===== config.mk =====
export PLATFORM = sky130hd
export DESIGN_NAME = loopback_seq
export DESIGN_NICKNAME = d
export VERILOG_FILES = /design/src/rtl/loopback_seq.sv
export SDC_FILE = /design/constraint.sdc
export NUM_CORES = 1
export LEC_CHECK = 0
export BUFFER_PORTS_ARGS = -buffer_cell sky130_fd_sc_hd__buf_2
export CAP_MARGIN = 20
export CORE_MARGIN = 5
export CORE_UTILIZATION = 45
export DETAILED_ROUTE_END_ITERATION = 8
export GPL_TIMING_DRIVEN = 0
export PLACE_DENSITY = 0.67
export SETUP_SLACK_MARGIN = 0.5
export SLEW_MARGIN = 10
export SYNTH_ARGS = -nofsm -noshare
export SYNTH_HDL_FRONTEND = slang
export SYNTH_SLANG_ARGS = --single-unit
export TNS_END_PERCENT = 100

===== constraint.sdc =====
create_clock -name clk -period 2.3 [get_ports clk]
set_clock_uncertainty 0.05 [all_clocks]
set_input_delay 0.575 -clock clk [delete_from_list [all_inputs] [get_ports clk]]
set_output_delay 0.575 -clock clk [all_outputs]
set_load 0.005 [all_outputs]

===== src/rtl/loopback_seq.sv =====
module loopback_seq #(
  parameter int BURSTS      = 8,
  parameter int BURST_LEN   = 16,
  parameter int CAL_TIMEOUT = 1024,
  parameter int ERR_W       = 16,
  parameter logic [6:0] SEED = 7'h01
) (
  input  logic             clk,
  input  logic             rst,
  input  logic             start,
  input  logic [1:0]       cfg_mode,
  input  logic             cfg_reconf,
  output logic             cal_req,
  input  logic             cal_ack,
  output logic             core_wdata,
  output logic             core_oe,
  input  logic             pin_wdata,
  input  logic             pin_wvalid,
  output logic             pin_rdata,
  output logic             rdata_en,
  input  logic             core_rdata,
  input  logic             rdata_valid,
  output logic [2:0]       state_o,
  output logic             done,
  output logic             pass,
  output logic             fail,
  output logic [ERR_W-1:0] err_cnt
);
  localparam int LW = $clog2(BURST_LEN + 1);
  localparam int BW = (BURSTS > 1) ? $clog2(BURSTS) : 1;
  localparam int TW = (CAL_TIMEOUT > 1) ? $clog2(CAL_TIMEOUT) : 1;

  typedef enum logic [2:0] {S_INIT = 3'd0, S_CAL = 3'd1, S_WR = 3'd2, S_RD = 3'd3, S_DONE = 3'd4} st_t;

  st_t state;
  logic [1:0]    mode_q;
  logic          rc_q;
  logic [LW-1:0] tx_cnt, rx_cnt;
  logic [BW-1:0] bcnt;
  logic [TW-1:0] timer;
  logic [6:0]    gen, chk;
  logic [2:0]    sync;

  function automatic st_t next_of(st_t cur, logic [1:0] m, logic rc);
    if (cur < S_CAL && rc)         return S_CAL;
    if (cur < S_WR && m != 2'b00)  return S_WR;
    if (cur < S_RD && m != 2'b01)  return S_RD;
    return S_DONE;
  endfunction

  wire testing   = (state == S_WR) || (state == S_RD);
  wire tx_act    = testing && (tx_cnt != LW'(BURST_LEN));
  wire gen_bit   = gen[6] ^ gen[5];
  wire rx_v      = (state == S_WR) ? pin_wvalid : (state == S_RD) ? rdata_valid : 1'b0;
  wire rx_d      = (state == S_WR) ? pin_wdata  : core_rdata;
  wire synced    = (sync == 3'd7);
  wire exp_bit   = chk[6] ^ chk[5];
  wire mism      = rx_v && synced && (rx_d != exp_bit);
  wire burst_end = rx_v && (rx_cnt == LW'(BURST_LEN - 1));
  wire last      = burst_end && (bcnt == BW'(BURSTS - 1));

  assign cal_req    = (state == S_CAL);
  assign core_oe    = (state == S_WR) && tx_act;
  assign rdata_en   = (state == S_RD) && tx_act;
  assign core_wdata = gen_bit;
  assign pin_rdata  = gen_bit;
  assign state_o    = state;
  assign done       = (state == S_DONE);
  assign pass       = done && (err_cnt == '0) && !fail;

  always_ff @(posedge clk) begin
    if (rst) begin
      state <= S_INIT; mode_q <= '0; rc_q <= 1'b0;
      tx_cnt <= '0; rx_cnt <= '0; bcnt <= '0; timer <= '0;
      gen <= SEED; chk <= '0; sync <= '0;
      err_cnt <= '0; fail <= 1'b0;
    end else begin
      case (state)
        S_INIT, S_DONE: if (start) begin
          mode_q <= cfg_mode; rc_q <= cfg_reconf;
          err_cnt <= '0; fail <= 1'b0;
          tx_cnt <= '0; rx_cnt <= '0; bcnt <= '0; timer <= '0; sync <= '0;
          state <= next_of(S_INIT, cfg_mode, cfg_reconf);
        end
        S_CAL: begin
          if (cal_ack) begin
            timer <= '0;
            state <= next_of(S_CAL, mode_q, rc_q);
          end else if (timer == TW'(CAL_TIMEOUT - 1)) begin
            timer <= '0;
            fail  <= 1'b1;
            state <= next_of(S_CAL, mode_q, rc_q);
          end else begin
            timer <= timer + 1'b1;
          end
        end
        default: begin
          if (tx_act) begin
            gen    <= {gen[5:0], gen_bit};
            tx_cnt <= tx_cnt + 1'b1;
          end
          if (rx_v) begin
            chk    <= {chk[5:0], synced ? exp_bit : rx_d};
            rx_cnt <= rx_cnt + 1'b1;
            if (!synced) sync <= sync + 1'b1;
          end
          if (mism) begin
            fail <= 1'b1;
            if (err_cnt != '1) err_cnt <= err_cnt + 1'b1;
          end
          if (burst_end) begin
            rx_cnt <= '0;
            tx_cnt <= '0;
            bcnt   <= bcnt + 1'b1;
          end
          if (last) begin
            bcnt  <= '0;
            sync  <= '0;
            state <= next_of(state, mode_q, rc_q);
          end
        end
      endcase
    end
  end

  a_r1_forward: assert property (@(posedge clk) disable iff (rst)
    (state != S_INIT && state != S_DONE) |=> (state >= $past(state)));
  a_r2_cal_gated: assert property (@(posedge clk) disable iff (rst)
    (state == S_CAL) |-> rc_q);
  a_r3_write_gated: assert property (@(posedge clk) disable iff (rst)
    core_oe |-> (mode_q != 2'b00));
  a_r4_read_gated: assert property (@(posedge clk) disable iff (rst)
    rdata_en |-> (mode_q != 2'b01));
  a_r6_err_sets_fail: assert property (@(posedge clk) disable iff (rst)
    (err_cnt != '0) |-> fail);
  a_r7_ack_leaves: assert property (@(posedge clk) disable iff (rst)
    (cal_req && cal_ack) |=> !cal_req);
  a_r8_pass_clean: assert property (@(posedge clk) disable iff (rst)
    pass |-> (done && err_cnt == '0 && !fail));
  a_r9_start_ignored: assert property (@(posedge clk) disable iff (rst)
    (start && testing) |=> (mode_q == $past(mode_q)));
endmodule


==> After elaboration in Yosys (flattened, before gate mapping) <==
Index checks and enable logic that the tools add are counted.
{ "word_totals": {"reg_bits": 63, "in_bits": 11, "out_inout_bits": 27, "word_cells": 186} }
{ "op_classes": {"addsub": 6, "order_cmp": 3, "n_eq_ne": 18, "n_mux": 103, "bitwise_logic": 4, "n_reduce_logical": 40} }
{ "ops": {"columns": ["operator", "n"], "rows": [
  ["two-way mux 3 bit", 28],
  ["two-way mux 1 bit", 56],
  ["two-way mux 16 bit", 3],
  ["case mux 16 bit (2 select lines)", 1],
  ["two-way mux 10 bit", 3],
  ["two-way mux 5 bit", 5],
  ["case mux 10 bit (2 select lines)", 1],
  ["case mux 5 bit (2 select lines)", 2],
  ["case mux 3 bit (2 select lines)", 3],
  ["nonzero test 3 bit", 6],
  ["adder 16 x 1 -> 16 bit (second input constant)", 1],
  ["logical NOT 16 bit", 1],
  ["inequality test 16 bit (second input constant)", 1],
  ["logical AND 1 bit", 12],
  ["AND reduction 3 bit", 4],
  ["AND reduction 4 bit", 3],
  ["adder 10 x 1 -> 10 bit (second input constant)", 1],
  ["adder 5 x 1 -> 5 bit (second input constant)", 2],
  ["== test 10 bit (second input constant)", 1],
  ["nonzero test 2 bit", 5],
  ["== test 3 bit (second input constant)", 3],
  ["AND reduction 2 bit", 4],
  ["adder 3 x 1 -> 3 bit (second input constant)", 2],
  ["== test 3 x 2 -> 1 bit (second input constant)", 2],
  ["other kinds (17)", 24]
]} }

==> Depth between registers and ports, before layout <==
{ "logic_depth": {"word_depth": 22, "ltp_mapped": 9} }

==> Worst setup path after synthesis <==
Ideal clock, no wire load.
{ "synth_timing": {"kind": "reg-to-reg", "from": "register state[0], in the netlist state_o[0]", "to": "register err_cnt[6]", "arrival_time_ns": 2.144, "path_slack_ns": -0.014, "path_stages_with_launch": 8, "path_buffers": 1, "period_less_slack_ns": 2.314, "cell_sequence": "dfxtp_1 > buf_6 > or3b_1 > a211o_1 > a211oi_4 > nand3_1 > o211a_1 > a211o_1"} }
{ "synth_via": {"elab_chain_len": 7, "word_cells_on_any_way": 18} }
{ "synth_rtl": {"columns": ["element", "line", "rtl"], "rows": [
  ["start: declaration", "35", "st_t state;"],
  ["start signal: assignment", "83", "state <= next_of(S_INIT, cfg_mode, cfg_reconf);"],
  ["start signal: assignment", "88", "state <= next_of(S_CAL, mode_q, rc_q);"],
  ["start signal: assignment", "92", "state <= next_of(S_CAL, mode_q, rc_q);"],
  ["== test 3 x 2 -> 1 bit", "54", "wire rx_v = (state == S_WR) ? pin_wvalid : (state == S_RD) ? rdata_valid : 1'b0;"],
  ["two-way mux 1 bit (2 in series)", "54", null],
  ["logical AND 1 bit (2 in series)", "58", "wire mism = rx_v && synced && (rx_d != exp_bit);"],
  ["nonzero test 2 bit (no source line)", null, null],
  ["AND reduction 4 bit (no source line)", null, null],
  ["end signal: assignment", "109", "if (err_cnt != '1) err_cnt <= err_cnt + 1'b1;"],
  ["end: declaration", "27", "output logic [ERR_W-1:0] err_cnt"]
]} }
Parallel ways exist; a longest one is shown, timed or not.
A chain may end at the register's enable or synchronous reset.

==> Worst setup path in the final report <==
{ "layout_timing": {"from": "register state[0], in the netlist state_o[0]", "to": "register err_cnt[15]"} }
The elaborated chain is that of the path after synthesis.

==> impl_results.html <==
<table>
<tr><th>Metric</th><th>Value</th></tr>
<tr><th colspan="2">Die</th></tr>
<tr><td>Number of top-level design ports</td><td>38</td></tr>
<tr><td>Chip width</td><td>93.51 um</td></tr>
<tr><td>Die ar.</td><td>0.008743 mm2</td></tr>
<tr><td>Vert. Die Dim</td><td>93.51 um</td></tr>
<tr><td>Initial standard-cell utilization of the core</td><td>46.19%</td></tr>
<tr><td># rows</td><td>30</td></tr>
<tr><td>Core Area</td><td>0.006794 mm2</td></tr>
<tr><th colspan="2">Cells and area</th></tr>
<tr><td>N_diodes</td><td>0</td></tr>
<tr><td>Layout overhead on the synthesized area</td><td>43.54%</td></tr>
<tr><td>Final design area excluding fillers</td><td>0.004504 mm2</td></tr>
<tr><td>Non-filler cells in the finished layout</td><td>555</td></tr>
<tr><td>Footprint of the flip-flops and latches</td><td>0.001257 mm2</td></tr>
<tr><td>Post-layout util</td><td>66.30%</td></tr>
<tr><td>Area taken by multi-input logic gates</td><td>0.002235 mm2</td></tr>
<tr><td>Layout cell share with drive strength beyond 1</td><td>40.52%</td></tr>
<tr><td>Fillers</td><td>532</td></tr>
<tr><td>Number of nets in the finished design</td><td>475</td></tr>
<tr><th colspan="2">STA</th></tr>
<tr><td>Final count of negative-setup-slack endpoints</td><td>0</td></tr>
<tr><td>Setup_tns</td><td>0 ns</td></tr>
<tr><td>Least-Margin Pin Slew</td><td>0.8610 ns</td></tr>
<tr><td>Period minus WS final</td><td>2.267 ns</td></tr>
<tr><td>Slew Limit Headroom</td><td>42.60%</td></tr>
<tr><td>Unrepaired setup endpoints after global routing</td><td>true</td></tr>
<tr><td>Worst slack on hold paths</td><td>0.4136 ns</td></tr>
<tr><td>Setup slack after layout</td><td>0.03339 ns</td></tr>
<tr><td>Post-route clock period utilization</td><td>98.55%</td></tr>
<tr><td>Final Hold Violating Endpoints</td><td>0</td></tr>
<tr><td>Fmax</td><td>441.2 MHz</td></tr>
<tr><td>Max-slew violations</td><td>0</td></tr>
<tr><th colspan="2">Run</th></tr>
<tr><td>Max_cap viols</td><td>0</td></tr>
<tr><th colspan="2">Worst setup path</th></tr>
<tr><td>Highest net fanout along the worst path</td><td>7</td></tr>
<tr><td>Worst Path Arrival</td><td>2.45 ns</td></tr>
<tr><td>Type of the setup path with the least slack</td><td>reg2reg</td></tr>
<tr><td>Number of cell instances on the worst register-to-register path</td><td>9</td></tr>
<tr><td>Startpoint type of the worst setup path</td><td>register</td></tr>
<tr><td>Crit end category</td><td>register</td></tr>
<tr><td>Startpoint of the worst register-to-register path</td><td>state_o[0]$_SDFFE_PP0P_</td></tr>
<tr><td>Required time at the endpoint of the critical path</td><td>2.48 ns</td></tr>
<tr><td>Reg-to-reg endpoint</td><td>err_cnt[15]$_SDFFE_PP0P_</td></tr>
<tr><td>Worst R2R Setup Slack</td><td>0.03 ns</td></tr>
<tr><th colspan="2">Yosys</th></tr>
<tr><td>Largest area contributor in the netlist</td><td>sky130_fd_sc_hd__dfxtp_1</td></tr>
<tr><td>Proportion of netlist area held by the largest area contributor</td><td>39.55%</td></tr>
<tr><td>Mean cell area of the mapped netlist</td><td>8.481 um2</td></tr>
<tr><td>Most common flop cell mapped by yosys</td><td>sky130_fd_sc_hd__dfxtp_1</td></tr>
<tr><td>Fraction of registers with async set/reset</td><td>0%</td></tr>
<tr><td>Ranking of synthesized cells by instance count</td><td>sky130_fd_sc_hd__dfxtp_1, sky130_fd_sc_hd__nor2_1, sky130_fd_sc_hd__nand2_1, sky130_fd_sc_hd__a21oi_1, sky130_fd_sc_hd__mux2i_1</td></tr>
<tr><td>Total nets after synthesis</td><td>391</td></tr>
<tr><td>Flop and latch count out of synthesis</td><td>62</td></tr>
<tr><td>Synthesized instance count</td><td>370</td></tr>
<tr><td>Number of enable flip-flop cells after synthesis</td><td>0</td></tr>
<tr><td>Most numerous cell in the Yosys netlist</td><td>sky130_fd_sc_hd__dfxtp_1</td></tr>
<tr><td>Synthesis warning total</td><td>0</td></tr>
<tr><td>Synth cell types</td><td>63</td></tr>
<tr><td>Top cells by area in the synthesized netlist</td><td>sky130_fd_sc_hd__dfxtp_1, sky130_fd_sc_hd__nor2_1, sky130_fd_sc_hd__mux2i_1</td></tr>
<tr><td>Portion of the post-synthesis area used by sequential elements</td><td>39.55%</td></tr>
<tr><td>Synthesized area</td><td>0.003138 mm2</td></tr>
<tr><th colspan="2">Power and ir drop</th></tr>
<tr><td>Int Pwr</td><td>2.352 mW</td></tr>
<tr><td>Share of total power in the clock network</td><td>23.0%</td></tr>
<tr><td>Total net switching power</td><td>1.329 mW</td></tr>
<tr><td>Sum of internal, switching and leakage power</td><td>3.681 mW</td></tr>
<tr><td>Static Leakage</td><td>1.830 nW</td></tr>
<tr><td>Power per standard cell area</td><td>817.2 mW/mm2</td></tr>
<tr><td>Worst IR drop on VDD</td><td>0.6322 mV</td></tr>
<tr><td>Power share of the sequential group</td><td>34.3%</td></tr>
<tr><td>Combinational Power Share</td><td>42.7%</td></tr>
<tr><td>Switching share of power</td><td>36.10%</td></tr>
<tr><th colspan="2">Min path</th></tr>
<tr><td>Worst-case hold path end point</td><td>chk[5]$_SDFFE_PP0P_</td></tr>
<tr><td>Number of cells on the worst hold path</td><td>2</td></tr>
<tr><td>Class of the worst hold path</td><td>reg2reg</td></tr>
<tr><td>Start point of the worst min-delay path</td><td>chk[4]$_SDFFE_PP0P_</td></tr>
<tr><th colspan="2">Route</th></tr>
<tr><td>Final wirelength</td><td>8985 um</td></tr>
<tr><td>Average wire length per cell after detail routing</td><td>16.19 um</td></tr>
<tr><td>Post-detailed-route DRC marker count</td><td>0</td></tr>
<tr><td>Via count</td><td>3171</td></tr>
<tr><td>Number of nets still failing antenna checks after routing</td><td>0</td></tr>
<tr><td>Detailed Route Iter0 Violations</td><td>194</td></tr>
<tr><td>Vias per cell</td><td>5.714</td></tr>
<tr><td>Drt first pass iters</td><td>5</td></tr>
<tr><th colspan="2">Place</th></tr>
<tr><td>Setup WS pre-CTS</td><td>-0.2608 ns</td></tr>
<tr><td>Count of input and output buffers</td><td>36</td></tr>
<tr><td>Placed inst area</td><td>0.003562 mm2</td></tr>
<tr><td>Total instance count after detailed placement</td><td>502</td></tr>
<tr><td>Post-DP HPWL</td><td>5345 um</td></tr>
<tr><td>Global placer's final weighted congestion</td><td>0.8310</td></tr>
<tr><th colspan="2">Outcome</th></tr>
<tr><td>Outcome</td><td>finished clean</td></tr>
<tr><th colspan="2">CTS</th></tr>
<tr><td>Clk Latency, worst-skew pair</td><td>0.35 ns</td></tr>
<tr><td>Depth of the CTS H-tree</td><td>3</td></tr>
<tr><td>Clock tree from TritonCTS</td><td>built</td></tr>
<tr><td>Number of buffers inserted during clock tree synthesis</td><td>9</td></tr>
<tr><td>Cell at the root of the clock tree</td><td>sky130_fd_sc_hd__clkbuf_8</td></tr>
<tr><td>Clock net sink count</td><td>62</td></tr>
<tr><td>Clock tree buffer depth</td><td>2</td></tr>
<tr><td>Register clock-pin slew on the reported worst setup and hold paths</td><td>0.07 ns</td></tr>
<tr><th colspan="2">GRT</th></tr>
<tr><td>Largest net degree at the start of global routing</td><td>12</td></tr>
<tr><td>Number of antenna violations at the first check in global routing</td><td>0</td></tr>
<tr><td>Global-route total usage across every layer</td><td>20.57%</td></tr>
<tr><td>Total overflow reported by the global router</td><td>0</td></tr>
<tr><td>Via count of the first global-routing pass</td><td>2985</td></tr>
<tr><td>First-pass GRT wire length</td><td>14210 um</td></tr>
</table>
cells by family after synthesis:
family | count (synthesis) | synth area share, %
DFF | 62 | 39.55
xor gates and xnor gates | 15 | 4.186
muxes | 18 | 5.781
adders and majority gates | 10 | 3.987
and+or+nand+nor | 171 | 27.39
buffers and inverters | 26 | 3.628
AOI/OAI and AO/OA | 68 | 15.47
registers in the layout, indices dropped and copies added, names as in the netlist, 3 cells and up:
name	cells
bcnt	3
chk	7
err_cnt	16
gen	7
rx_cnt	5
state_o	3
sync	3
timer	10
tx_cnt	5
area by class of cell:
class                      instances  area share (%)
multi-input combinational        282           49.61
sequential                        62           27.92
timing repair buffer              73           11.06
buffer                            18           4.194
clock buffer                      10           3.056
tap                               96           2.667
clock inverter                     6          0.8333
inverter                           8          0.6667
worst max-delay path, stage by stage, from the launching register on:
cell and delay, ns:
sky130_fd_sc_hd__dfxtp_2 0.32, sky130_fd_sc_hd__buf_6 0.13, sky130_fd_sc_hd__or3b_4 0.37, sky130_fd_sc_hd__a211o_1 0.30, sky130_fd_sc_hd__a211oi_4 0.22, sky130_fd_sc_hd__buf_6 0.18
sky130_fd_sc_hd__nand3_4 0.09, sky130_fd_sc_hd__buf_6 0.14, sky130_fd_sc_hd__o311ai_2 0.25, sky130_fd_sc_hd__o21ai_1 0.10
per-layer routing:
layer	vias to the layer above	routed length, um	track usage [%]
li1	1509	-	-
met1	1544	3822	26.26
met2	100	4436	32.16
met3	18	526	5.632
met4	0	200	9.402
met5	-	0	0
timing repair:
item	CTS	global route
pin swaps	22	28
setup endpoints to repair	52	50
hold buffers	0	0
gates resized for setup	56	64
gates cloned	1	1
setup buffers	29	6
placed cells by master (no fill, tap or decap), drive strengths merged, types with 5 or more instances in the layout:
master and count:
xor2 11, nand3 17, inv 8, ha 10
clkbuf 20, and3 6, buf 81, nand2 34
mux2i 17, nand4 12, a21oi 18, nand2b 6
o21ai 8, dfxtp 62, and2 5, nor2 57
worst max path at each step:
stage	startpoint	endpoint	cells past startpoint
final	state_o[0]$_SDFFE_PP0P_	err_cnt[15]$_SDFFE_PP0P_	9
after floorplan	state_o[0]$_SDFFE_PP0P_	err_cnt[9]$_SDFFE_PP0P_	7
after global routing	state_o[0]$_SDFFE_PP0P_	err_cnt[15]$_SDFFE_PP0P_	9
after CTS	state_o[0]$_SDFFE_PP0P_	pass	8
after detailed placement	rdata_valid	err_cnt[6]$_SDFFE_PP0P_	8
after global placement	rdata_valid	err_cnt[6]$_SDFFE_PP0P_	8
power groups by stage:
| stage | registers, mW | logic [mW] | clock network, mW |
|---|---|---|---|
| detailed placement | 1.26 | 0.983 | 0 |
| floorplan | 1.25 | 0.762 | 0 |
| global route | 1.27 | 1.69 | 0.927 |
| CTS | 1.26 | 1.29 | 0.873 |
| global placement | 1.26 | 0.965 | 0 |
| finish | 1.26 | 1.57 | 0.845 |
(Power assumes the default switching activity.)
